$ cat src/rtl/pwm_evt_pkg.sv
package pwm_evt_pkg;

    localparam int NUM_EVT = 6;
    localparam int REG_W   = 32;
    localparam int TRG_LSB = 8;
    localparam int ADDR_W  = 2;

    localparam logic [ADDR_W-1:0] ADR_ENABLE = ADDR_W'(0);
    localparam logic [ADDR_W-1:0] ADR_STATUS = ADDR_W'(1);

    // event index inside every event vector; the enable and status fields use this order
    typedef enum logic [2:0] {
        EV_ZERO = 3'd0,
        EV_LOAD = 3'd1,
        EV_A_UP = 3'd2,
        EV_A_DN = 3'd3,
        EV_B_UP = 3'd4,
        EV_B_DN = 3'd5
    } evt_id_e;

    typedef logic [NUM_EVT-1:0] evt_vec_t;

    typedef struct packed {
        evt_vec_t trg;
        evt_vec_t irq;
    } en_cfg_t;

    function automatic logic [REG_W-1:0] pack_en(input en_cfg_t c);
        logic [REG_W-1:0] r;
        r = '0;
        r[TRG_LSB +: NUM_EVT] = c.trg;
        r[NUM_EVT-1:0]        = c.irq;
        return r;
    endfunction

    function automatic en_cfg_t unpack_en(input logic [REG_W-1:0] w);
        en_cfg_t c;
        c.trg = w[TRG_LSB +: NUM_EVT];
        c.irq = w[NUM_EVT-1:0];
        return c;
    endfunction

    function automatic logic [REG_W-1:0] pack_sts(input evt_vec_t s);
        logic [REG_W-1:0] r;
        r = '0;
        r[NUM_EVT-1:0] = s;
        return r;
    endfunction

endpackage

$ cat src/rtl/pwm_evt_detect.sv
module pwm_evt_detect
    import pwm_evt_pkg::*;
#(
    parameter int CNT_W = 16
) (
    input  logic             clk,
    input  logic             rst,
    input  logic [CNT_W-1:0] cnt_val,
    input  logic             cnt_up,
    input  logic [CNT_W-1:0] load_val,
    input  logic [CNT_W-1:0] cmp_a,
    input  logic [CNT_W-1:0] cmp_b,
    output evt_vec_t         evt_rise
);

    localparam int NUM_CMP = 2;

    logic [NUM_CMP-1:0] cmp_hit;
    evt_vec_t           match_lvl;
    evt_vec_t           match_prev;

    // compare channels A and B, each split by direction
    generate
        for (genvar g = 0; g < NUM_CMP; g++) begin : g_cmp
            logic [CNT_W-1:0] ref_val;
            assign ref_val    = (g == 0) ? cmp_a : cmp_b;
            assign cmp_hit[g] = (cnt_val == ref_val);
            assign match_lvl[2 + 2*g] = cmp_hit[g] &  cnt_up;
            assign match_lvl[3 + 2*g] = cmp_hit[g] & ~cnt_up;
        end
    endgenerate

    assign match_lvl[EV_ZERO] = (cnt_val == '0);
    assign match_lvl[EV_LOAD] = (cnt_val == load_val);

    always_ff @(posedge clk) begin
        if (rst) begin
            match_prev <= '0;
        end else begin
            match_prev <= match_lvl;
        end
    end

    assign evt_rise = match_lvl & ~match_prev;

endmodule

$ cat src/rtl/pwm_evt_regs.sv
module pwm_evt_regs
    import pwm_evt_pkg::*;
(
    input  logic              clk,
    input  logic              rst,
    input  logic              reg_wr,
    input  logic [ADDR_W-1:0] reg_addr,
    input  logic [REG_W-1:0]  reg_wdata,
    input  evt_vec_t          evt,
    output en_cfg_t           cfg_q,
    output evt_vec_t          sts_q,
    output logic [REG_W-1:0]  reg_rdata
);

    logic     wr_en;
    logic     wr_sts;
    evt_vec_t clr_mask;
    evt_vec_t set_mask;

    assign wr_en    = reg_wr && (reg_addr == ADR_ENABLE);
    assign wr_sts   = reg_wr && (reg_addr == ADR_STATUS);
    assign clr_mask = wr_sts ? unpack_en(reg_wdata).irq : '0;
    assign set_mask = evt & cfg_q.irq;

    always_ff @(posedge clk) begin
        if (rst) begin
            cfg_q <= '0;
        end else if (wr_en) begin
            cfg_q <= unpack_en(reg_wdata);
        end
    end

    // a new event takes priority over a clear of the same bit
    always_ff @(posedge clk) begin
        if (rst) begin
            sts_q <= '0;
        end else begin
            sts_q <= (sts_q & ~clr_mask) | set_mask;
        end
    end

    always_comb begin
        case (reg_addr)
            ADR_ENABLE: reg_rdata = pack_en(cfg_q);
            ADR_STATUS: reg_rdata = pack_sts(sts_q);
            default:    reg_rdata = '0;
        endcase
    end

endmodule

$ cat src/rtl/pwm_evt_trig.sv
module pwm_evt_trig
    import pwm_evt_pkg::*;
(
    input  logic     clk,
    input  logic     rst,
    input  evt_vec_t evt,
    input  evt_vec_t trg_en,
    output logic     adc_trig
);

    always_ff @(posedge clk) begin
        if (rst) begin
            adc_trig <= 1'b0;
        end else begin
            adc_trig <= |(evt & trg_en);
        end
    end

endmodule

$ cat src/rtl/pwm_evt_gen.sv
module pwm_evt_gen
    import pwm_evt_pkg::*;
#(
    parameter int CNT_W = 16
) (
    input  logic              clk,
    input  logic              rst,
    input  logic [CNT_W-1:0]  cnt_val,
    input  logic              cnt_up,
    input  logic [CNT_W-1:0]  load_val,
    input  logic [CNT_W-1:0]  cmp_a,
    input  logic [CNT_W-1:0]  cmp_b,
    input  logic              reg_wr,
    input  logic [ADDR_W-1:0] reg_addr,
    input  logic [REG_W-1:0]  reg_wdata,
    output logic [REG_W-1:0]  reg_rdata,
    output logic              irq_o,
    output logic              adc_trig_o
);

    evt_vec_t evt_rise;
    en_cfg_t  en_cfg;
    evt_vec_t sts_q;

    pwm_evt_detect #(.CNT_W(CNT_W)) u_detect (
        .clk      (clk),
        .rst      (rst),
        .cnt_val  (cnt_val),
        .cnt_up   (cnt_up),
        .load_val (load_val),
        .cmp_a    (cmp_a),
        .cmp_b    (cmp_b),
        .evt_rise (evt_rise)
    );

    pwm_evt_regs u_regs (
        .clk       (clk),
        .rst       (rst),
        .reg_wr    (reg_wr),
        .reg_addr  (reg_addr),
        .reg_wdata (reg_wdata),
        .evt       (evt_rise),
        .cfg_q     (en_cfg),
        .sts_q     (sts_q),
        .reg_rdata (reg_rdata)
    );

    pwm_evt_trig u_trig (
        .clk      (clk),
        .rst      (rst),
        .evt      (evt_rise),
        .trg_en   (en_cfg.trg),
        .adc_trig (adc_trig_o)
    );

    assign irq_o = |sts_q;

endmodule

$ cat config.mk
export PLATFORM = sky130hd
export DESIGN_NAME = pwm_evt_gen
export DESIGN_NICKNAME = d
export VERILOG_FILES = /design/src/rtl/pwm_evt_pkg.sv /design/src/rtl/pwm_evt_detect.sv /design/src/rtl/pwm_evt_regs.sv /design/src/rtl/pwm_evt_trig.sv /design/src/rtl/pwm_evt_gen.sv
export SDC_FILE = /design/constraint.sdc
export NUM_CORES = 1
export LEC_CHECK = 0
export BUFFER_PORTS_ARGS = -buffer_cell sky130_fd_sc_hd__buf_2
export CORE_MARGIN = 3
export CORE_UTILIZATION = 36
export CTS_CLUSTER_SIZE = 10
export DETAILED_ROUTE_END_ITERATION = 10
export PLACE_DENSITY_LB_ADDON = 0.15
export SLEW_MARGIN = 30
export SYNTH_ARGS = -nofsm -noshare
export SYNTH_HDL_FRONTEND = slang
export SYNTH_SLANG_ARGS = --single-unit
$ cat constraint.sdc
create_clock -name clk -period 1.3 [get_ports clk]
set_clock_uncertainty 0.15 [all_clocks]
set_input_delay 0.26 -clock clk [delete_from_list [all_inputs] [get_ports clk]]
set_output_delay 0.26 -clock clk [all_outputs]
set_load 0.005 [all_outputs]
; ---- After elaboration in Yosys (flattened, before gate mapping)
; Index checks and enable logic that the tools add are counted.
[word_totals]
elab_cells = 29
output_inout_bits = 34
reg_bits = 25
in_bits = 102
[classes]
n_eq_ne = 4
reduce_logical = 6
n_bitwise = 12
mux = 2
[op_table]
columns = cell, count
row1 = $eq A16 B16 Y1, 3
row2 = $pmux W14 S2, 1
row3 = $and A6 B6 Y6, 4
row4 = $logic_not A16 Y1, 1
row5 = $not A6 Y6, 2
row6 = $reduce_or A6 Y1, 2
row7 = $mux W6, 1
row8 = $or A6 B6 Y6, 1
row9 = $and A1 B1 Y1, 4
row10 = $eq A2 B1 Y1 const B, 1
row11 = $logic_and A1 B1 Y1, 2
row12 = $logic_not A2 Y1, 1
row13 = $not A1 Y1, 1

; ---- Depth between registers and ports, before layout
; Gate-level depths: netlist of the first run.
[logic_depth]
ltp_word = 6
mapped_depth = 6
depth_no_buf = 5

; ---- Hierarchy
; Synthesis of the first run repeated with hierarchy kept, for this count alone.
[hier_totals]
hier_cells = 216
hier_area_um2 = 1940.6
[modules_own_cells]
columns = mod, seq_area_each_um2, area_each_um2, cells_each, instances
row1 = pwm_evt_regs, 360.3, 1138.6, 121, 1
row2 = pwm_evt_detect, 120.1, 739.5, 87, 1
row3 = pwm_evt_trig, 20.0, 48.8, 5, 1
row4 = pwm_evt_gen, 0.0, 13.8, 3, 1

; ---- Worst setup path after synthesis of the first run
; Ideal clock, no wire load.
[synth_path]
path_kind = input to register
from = input port cnt_val[11]
to = register u_trig.adc_trig
setup_ps = 79
path_stages = 4
path_slack_ps = -117
n_path_buf = 0
arrival_ps = 1189
required_time_ps = 1071
path_cell_list = or4_4 nor3_2 a32oi_1 o221ai_2
[synth_via]
elab_chain_len = 5
elab_cells_between_ends = 11
cone_classes = eq/ne (3) / bitwise (6) / reduce/logical (2)
[synth_lines]
columns = element, line
row1 = "start, declared", pwm_evt_gen.sv:8  ; input logic [CNT_W-1:0] cnt_val,
row2 = $eq A16 B16 Y1, pwm_evt_detect.sv:27  ; assign cmp_hit[g] = (cnt_val == ref_val);
row3 = $and A1 B1 Y1 (on tied branches), "pwm_evt_detect.sv:28, pwm_evt_detect.sv:29"
row4 = $and A6 B6 Y6 *, pwm_evt_detect.sv:44  ; assign evt_rise = match_lvl & ~match_prev;
row5 = $and A6 B6 Y6 *, pwm_evt_trig.sv:15  ; adc_trig <= |(evt & trg_en);
row6 = $reduce_or A6 Y1 *, pwm_evt_trig.sv:15
row7 = "end signal, assigned", pwm_evt_trig.sv:15
row8 = "end, declared", pwm_evt_trig.sv:8  ; output logic adc_trig
; Mark *: on every way between the ends. The rest lies on a longest branch, timed or not.
; A chain may end at the register's enable or synchronous reset.

; ---- Final worst setup path of the first run
[layout_path]
from = register u_regs.sts_q[2]
to = output port irq_o
[layout_via]
elab_chain_len = 1
[layout_lines]
columns = element, line
row1 = "start, declared", pwm_evt_regs.sv:11  ; output evt_vec_t sts_q,
row2 = "start signal, assigned", pwm_evt_regs.sv:38  ; sts_q <= (sts_q & ~clr_mask) | set_mask;
row3 = $reduce_or A6 Y1, pwm_evt_gen.sv:56  ; assign irq_o = |sts_q;
row4 = "end, declared", pwm_evt_gen.sv:17  ; output logic irq_o,
; Every way passes these cells.

==> key figures, run 1 <==
Route
  • Via Count: 1936
  • Number of iterations in the first detailed-routing pass: 4
  • Post-DRT Antenna Nets: 0
  • Routed vias/inst: 4.67
  • Residual DRC: 0
  • WL per Instance: 14.0 µm
  • Drt total wl: 5820 µm
  • Starting DRC count in detailed routing: 67

Yosys
  • Synth unique cells: 30
  • Mapped Cells: 224
  • Synth Area in XOR/XNOR: 23.3%
  • Multiplexer share of the synthesized area: 3.34%
  • Sequential-to-total area share from yosys stat: 27.8%
  • Simple-Gate Fraction of Synth Area: 26.3%
  • Synthesized area per cell: 8.04 µm²
  • Seq cells post-synth: 25
  • Post-synthesis compound-gate area fraction: 8.13%
  • Adder-Cell Fraction of Synth Area: 0%
  • Synth Warn #: 0
  • Largest family of logic cells by synthesized area: simple AND/OR/NAND/NOR gates
  • Cell Area, Synth: 1800 µm²

Floorplan
  • I/O pins: 136
  • Die Y: 76.7 µm
  • Die W: 76.7 µm
  • Core area: 4790 µm²
  • Die ar.: 5890 µm²
  • Row Count: 25
  • Initial Utilization: 37.6%

Worst setup path
  • Worst path depth: 3
  • Worst EP required: 0.89 ns
  • Crit Path Max Fanout: 2
  • CP Capture Type: primary output
  • Crit-path max cell delay: 0.36 ns
  • WP data arrival: 1.07 ns
  • R2R cell count: 5
  • Crit Path Category: reg -> out
  • CP Cell Sequence: nor4_4, nand2_1, buf_2
  • CP delay by family, top: flip-flops
  • Worst Path Buf+Inv: 1
  • Type of origin of the critical path: flop
  • Worst path slowest cell: dfxtp_2

Status
  • Status: complete, but fails checks
  • Failing checks: negative setup slack

Global routing
  • All-layer global routing usage: 18.8%
  • Number of global-route vias before repair: 1994
  • Total grt overflow: 0
  • Initial antenna violation count: 0
  • Global-route wire length before repair: 9060 µm
  • Largest net degree at the start of global routing: 15

Clock network
  • Max H-tree Level: 1
  • Clock sinks: 25
  • Clk root buf: clkbuf_8
  • CTS tree: yes
  • Total CTS buffers: 3
  • Longest Clk Path Bufs: 2
  • Hold_buf cts: 0
  • Worst-Skew Late Latency: 0.26 ns
  • Clk slew on worst S/H paths: 0.09 ns

Place
  • Placed Area: 2430 µm²
  • Placement Setup Slack: -0.417 ns
  • Dpl hpwl: 4430 µm
  • Final RePlAce weighted congestion: 0.764
  • Port Buffers: 95

Timing
  • Final Hold Fails: 0
  • Final worst setup slack: -0.185 ns
  • Final Setup Violations: 13
  • Worst hold margin: 0.0527 ns
  • Final Max Slew Viols: 0
  • Unrepaired setup endpoints after global routing: yes
  • Fmax: 0.673 GHz
  • Tmin final: 1.48 ns
  • Crit share post-route: 114%

Job
  • Max Cap Viol: 0

Layout
  • N_diodes: 0
  • Synthesis-to-layout area growth: 69.9%
  • Proportion of layout cells with a drive suffix above 1: 56.0%
  • Design Area, Final: 3060 µm²
  • NumNets Final: 451
  • Final core utilization: 63.9%
  • Commonest non-fill, non-tap cell in the layout: buf_2
  • Commonest non-fill, non-tap cells in the layout: 77 x buf_2, 37 x nand2_1, 24 x xnor2_2, 24 x xnor2_1, 24 x buf_4

Pwr
  • Power Density: 619 nW/µm²
  • Lkg Pwr: 1.37 nW
  • Maximum vdd drop: 0.467 mV

Min path
  • Worst hold path class: in -> reg
  • Worst Hold Depth: 3
## layer usage
layer / global-route usage [%] / vias to the layer above / part of all wire [%]
li1: - / 973 / -
met1: 22.6 / 887 / 40
met3: 4.58 / 8 / 6.2
met5: 0 / - / 0
met4: 3.44 / 0 / 1.0
met2: 34.1 / 68 / 52
## Yosys cell counts
| library cell | count | area share [%] |
|---|---|---|
| inv_1 | 4 | 0.83 |
| nor4_2 | 2 | 1.4 |
| o221ai_2 | 1 | 0.83 |
| dfxtp_1 | 25 | 28 |
| nor3_1 | 3 | 0.83 |
| nor3b_1 | 2 | 0.83 |
| conb_1 | 1 | 0.21 |
| buf_2 | 3 | 0.83 |
| or4_4 | 1 | 0.63 |
| mux2i_1 | 6 | 3.3 |
| nand2b_1 | 1 | 0.35 |
| nor2_1 | 17 | 3.5 |
| buf_4 | 20 | 8.3 |
| nand4_1 | 12 | 4.2 |
| nand2_1 | 37 | 7.7 |
| o32a_1 | 1 | 0.56 |
| nor2b_1 | 1 | 0.35 |
| a21oi_1 | 14 | 3.9 |
| nand3b_1 | 1 | 0.42 |
| nand3_1 | 1 | 0.28 |
| a22oi_1 | 1 | 0.42 |
| nor3_2 | 1 | 0.56 |
| nor4_4 | 1 | 1.2 |
| clkbuf_1 | 4 | 0.83 |
| nand4b_1 | 2 | 0.97 |
| xnor2_1 | 48 | 23 |
| a32oi_1 | 4 | 1.9 |
| nor4_1 | 4 | 1.4 |
| o32ai_1 | 1 | 0.49 |
| and2_1 | 5 | 1.7 |
## kinds of logic (layout without fill, tap and decap cells)
group           after synthesis  in the layout
flops                        25             25
simple gates                 91             91
buf+inv                      31            136
xor+xnor                     48             48
mux                           6              6
compound gates               22             22
other cells                   1             20
## power by group
group / leakage [nW] / switching, W / internal, W / total (W)
clock: 0.0255 / 0.000248 / 0.000214 / 0.000463
combinational: 1.13 / 0.000280 / 0.000364 / 0.000644
sequential: 0.209 / 0.00000853 / 0.000779 / 0.000787
## stage by stage
stage / instances / power [W] / setup TNS [ns]
after CTS: 409 / 0.00183 / -0.738
after global routing: 415 / 0.00199 / -2.45
after global placement: 399 / 0.00128 / -4.76
final: 415 / 0.00189 / -0.890
after detailed placement: 399 / 0.00129 / -5.03
after floorplan: 243 / 0.00107 / -0.178
## layout make-up
type / count / area (µm²)
repair buffers: 128 / 911
flip-flops and latches: 25 / 519
inverters: 4 / 15.0
multi-input cells: 187 / 1480
clock buffers: 3 / 41.3
fillers: 391 / 1730
clock inverters: 1 / 5.00
well taps: 67 / 83.8
## worst register-to-register path, stage by stage (launching register included)
cell      delay (ns)
dfxtp_2         0.35
inv_2           0.04
buf_4           0.13
o32ai_1         0.30
nand3b_1        0.13
o221ai_2        0.07
## path summary, 6_finish.rpt
path,startpoint,end,slack [ns]
worst min register to register,u_regs.cfg_q[11]$_SDFFE_PP0P_,u_regs.cfg_q[11]$_SDFFE_PP0P_,0.31
worst max-delay path,u_regs.sts_q[2]$_SDFF_PP0_,irq_o,-0.18
worst min-delay path,reg_wdata[8],u_regs.cfg_q[6]$_SDFFE_PP0P_,0.05
worst max register to register,u_regs.cfg_q[9]$_SDFFE_PP0P_,u_trig.adc_trig$_SDFF_PP0_,0.08
## what timing repair did
item,4_1_cts,5_1_grt
resized for setup,60,49
pin swaps,40,28
buffers inserted,6,6
endpoints found under the setup margin,23,25
## state kept, by name (all words and copies together), names as in the netlist
register	count
u_trig.adc_trig	1
u_regs.sts_q	6
u_regs.cfg_q	12
u_detect.match_prev	6
Note: power is estimated with default switching activity, not from simulation.
==> inputs of run 2 (changes only) <==
--- a/config.mk
+++ b/config.mk
@@ -5,9 +5,10 @@
 export SDC_FILE = /design/constraint.sdc
 export NUM_CORES = 1
 export LEC_CHECK = 0
+export ABC_AREA = 1
 export BUFFER_PORTS_ARGS = -buffer_cell sky130_fd_sc_hd__buf_2
 export CORE_MARGIN = 3
-export CORE_UTILIZATION = 36
+export CORE_UTILIZATION = 38
 export CTS_CLUSTER_SIZE = 10
 export DETAILED_ROUTE_END_ITERATION = 10
 export PLACE_DENSITY_LB_ADDON = 0.15
==> run 2 against run 1 <==
The run still ends with negative setup slack left. Register-to-register slack improved by 0.17 ns. Clock power grew 3%. Global-route usage decreased by 1.9 points. Sequential share of layout area increased by 1.8 points. Worst setup slack improved by 0.13 ns. Wire length fell by 12%. Sequential power increased by 1%. Synthesized area grew 9.5%. Final area fell by 8.8%. First-iteration DRC count down 21%. Critical path depth unchanged. Critical path type unchanged. Critical endpoint unchanged. Largest power group unchanged. Highest routed layer unchanged.
==> key figures, run 2 <==
Clock network
  • Clk slew on worst S/H paths: 0.09 ns
  • Clock sinks: 25
  • Total CTS buffers: 3
  • CTS tree: yes
  • Clk root buf: clkbuf_8
  • Worst-Skew Late Latency: 0.28 ns
  • Longest Clk Path Bufs: 2
  • Hold_buf cts: 0
  • Max H-tree Level: 1

Yosys
  • Adder-Cell Fraction of Synth Area: 0%
  • Multiplexer share of the synthesized area: 0%
  • Synth cell count leaders: 79 x nand2_1, 42 x nor2_1, 38 x inv_1
  • Simple-Gate Fraction of Synth Area: 34.1%
  • Seq cells post-synth: 25
  • Sequential-to-total area share from yosys stat: 25.4%
  • Cell with the most instances after synthesis: nand2_1
  • Post-synth EDFFs: 0
  • Mapped Cells: 308
  • Synth unique cells: 24
  • Largest family of logic cells by synthesized area: simple AND/OR/NAND/NOR gates
  • Synthesized area per cell: 6.40 µm²
  • Share of the synthesized area in the top cell type: 25.4%
  • Synth async-reset ratio: 0%
  • Largest area contributor in the synthesized netlist: dfxtp_1
  • Cell Area, Synth: 1970 µm²
  • Synth Area in XOR/XNOR: 16.4%
  • Synth area leaders: dfxtp_1 25%, nand2_1 15%, xnor2_1 11%
  • Post-synthesis compound-gate area fraction: 7.62%
  • Synth Warn #: 0
  • Main synth FF type: dfxtp_1

Worst setup path
  • Crit Path Max Fanout: 3
  • CP Capture Type: primary output
  • CP delay by family, top: flip-flops
  • Worst EP required: 0.89 ns
  • Worst Path Buf+Inv: 1
  • Crit Path Category: reg -> out
  • Type of origin of the critical path: flop
  • Crit-path max cell delay: 0.35 ns
  • Worst path slowest cell: dfxtp_2
  • CP Cell Sequence: nor2_2, nand4_1, buf_2
  • WP data arrival: 0.94 ns

Route
  • Via Count: 2149
  • Number of iterations in the first detailed-routing pass: 5
  • Starting DRC count in detailed routing: 53
  • Residual DRC: 0
  • WL per Instance: 10.5 µm
  • Post-DRT Antenna Nets: 0
  • Routed vias/inst: 4.41
  • Drt total wl: 5130 µm

Job
  • Max Cap Viol: 0

Timing
  • Final worst setup slack: -0.0516 ns
  • Final Hold Fails: 0
  • Final Max Slew Viols: 0
  • Fmax: 0.740 GHz
  • Final Setup Violations: 7
  • Crit share post-route: 104%
  • Tmin final: 1.35 ns
  • Worst hold margin: 0.0744 ns
  • Unrepaired setup endpoints after global routing: yes
  • Final TNS setup: -0.263 ns

Floorplan
  • Die ar.: 6090 µm²
  • Core area: 4880 µm²
  • Initial Utilization: 40.4%
  • Row Count: 25
  • I/O pins: 136
  • Die Y: 78.0 µm
  • Die W: 78.0 µm

Layout
  • Non-filler instance count after layout: 487
  • Multi-input logic area: 1330 µm²
  • Top Registers: u_regs.cfg_q x12, u_detect.match_prev x6, u_regs.sts_q x6
  • Largest register by flop count: u_regs.cfg_q
  • N_diodes: 0
  • Largest register FFs: 12
  • Commonest non-fill, non-tap cell in the layout: buf_2
  • Synthesis-to-layout area growth: 41.7%
  • Commonest non-fill, non-tap cells in the layout: 93 x buf_2, 75 x nand2_1, 32 x nor2_1
  • Final core utilization: 57.2%
  • NumNets Final: 523
  • Fill cell count: 496
  • Proportion of layout cells with a drive suffix above 1: 41.7%
  • Reg area: 523 µm²

Pwr
  • Lkg Pwr: 1.38 nW
  • Maximum vdd drop: 0.356 mV
  • Power Density: 644 nW/µm²

Place
  • Dpl hpwl: 4260 µm
  • Port Buffers: 95
  • Placed cell count: 476
  • Placement Setup Slack: -0.277 ns
  • Final RePlAce weighted congestion: 0.838

Global routing
  • Global-route wire length before repair: 8510 µm
  • Initial antenna violation count: 0
  • Largest net degree at the start of global routing: 26
  • Number of global-route vias before repair: 2019
  • Total grt overflow: 0
  • All-layer global routing usage: 16.9%

Min path
  • Worst hold path class: in -> reg

Status
  • Failing checks: negative setup slack
  • Status: complete, but fails checks
run 2: cell types whose count changed after synthesis, sizes merged, moves of 4 or more:
cell | previous run | this run
nand2 | 37 | 82
inv | 4 | 39
nor2 | 17 | 46
xnor2 | 48 | 25
xor2 | 0 | 12
nand3 | 1 | 12
a211oi | 0 | 6
mux2i | 6 | 0
and2 | 5 | 0
nor4 | 7 | 2
a22o | 0 | 4
a32oi | 4 | 0
run 2: what timing repair did:
action                                  CTS  global route
resized for setup                        27            32
hold endpoints to repair                  0             0
endpoints found under the setup margin   13            21
buffers inserted                          4             3
pin swaps                                 9            17
run 2: layer usage:
layer  GRT usage [%]  share of wire [%]  vias up
met5               0                  0        -
met4            6.12                1.5        0
met3            3.21                6.6        5
met2            28.3                 47       72
met1            21.7                 45      931
li1                -                  -     1141
run 2: final timing paths:
kind              slack (ns)  cells past startpoint                            end                               from
hold reg to reg         0.31                      2  u_regs.cfg_q[10]$_SDFFE_PP0P_      u_regs.cfg_q[10]$_SDFFE_PP0P_
setup reg to reg        0.25                      6     u_trig.adc_trig$_SDFF_PP0_  u_detect.match_prev[0]$_SDFF_PP0_
setup / recovery       -0.05                      3                          irq_o         u_regs.sts_q[2]$_SDFF_PP0_
hold / removal          0.07                      3   u_regs.cfg_q[3]$_SDFFE_PP0P_                       reg_wdata[3]
run 2: where the power goes:
part / switching, W / total, W / internal [W]
clock network: 0.000260 / 0.000478 / 0.000218
logic: 0.000265 / 0.000525 / 0.000260
registers: 0.0000108 / 0.000795 / 0.000784
run 2: worst reg2reg max path, cell delays in order, from the launching register on:
cell and delay (ns):
dfxtp_1 0.30, or2_1 0.21, inv_1 0.09, nand2_1 0.05, nand3_1 0.08, nor2_1 0.05, nor2_1 0.07
run 2: metrics by stage:
stage / area [µm²] / power [W]
final: 2790 / 0.00180
after global routing: 2790 / 0.00190
after CTS: 2660 / 0.00177
after detailed placement: 2540 / 0.00128
after global placement: 2540 / 0.00128
after floorplan: 2040 / 0.00109
run 2: cells by family (layout without fill, tap and decap cells):
kind of cell | after synthesis | count (layout)
flops | 25 | 25
compound gates | 24 | 24
other cells | 1 | 20
xor+xnor | 37 | 37
simple gates | 156 | 156
buf+inv | 65 | 158
run 2: layout make-up:
cell class | instances | area share [%]
well taps | 67 | 3.00
multi-input cells | 237 | 47.5
clock inverters | 1 | 0.269
clock buffers | 3 | 1.48
flip-flops and latches | 25 | 18.7
repair buffers | 115 | 23.7
inverters | 39 | 5.33
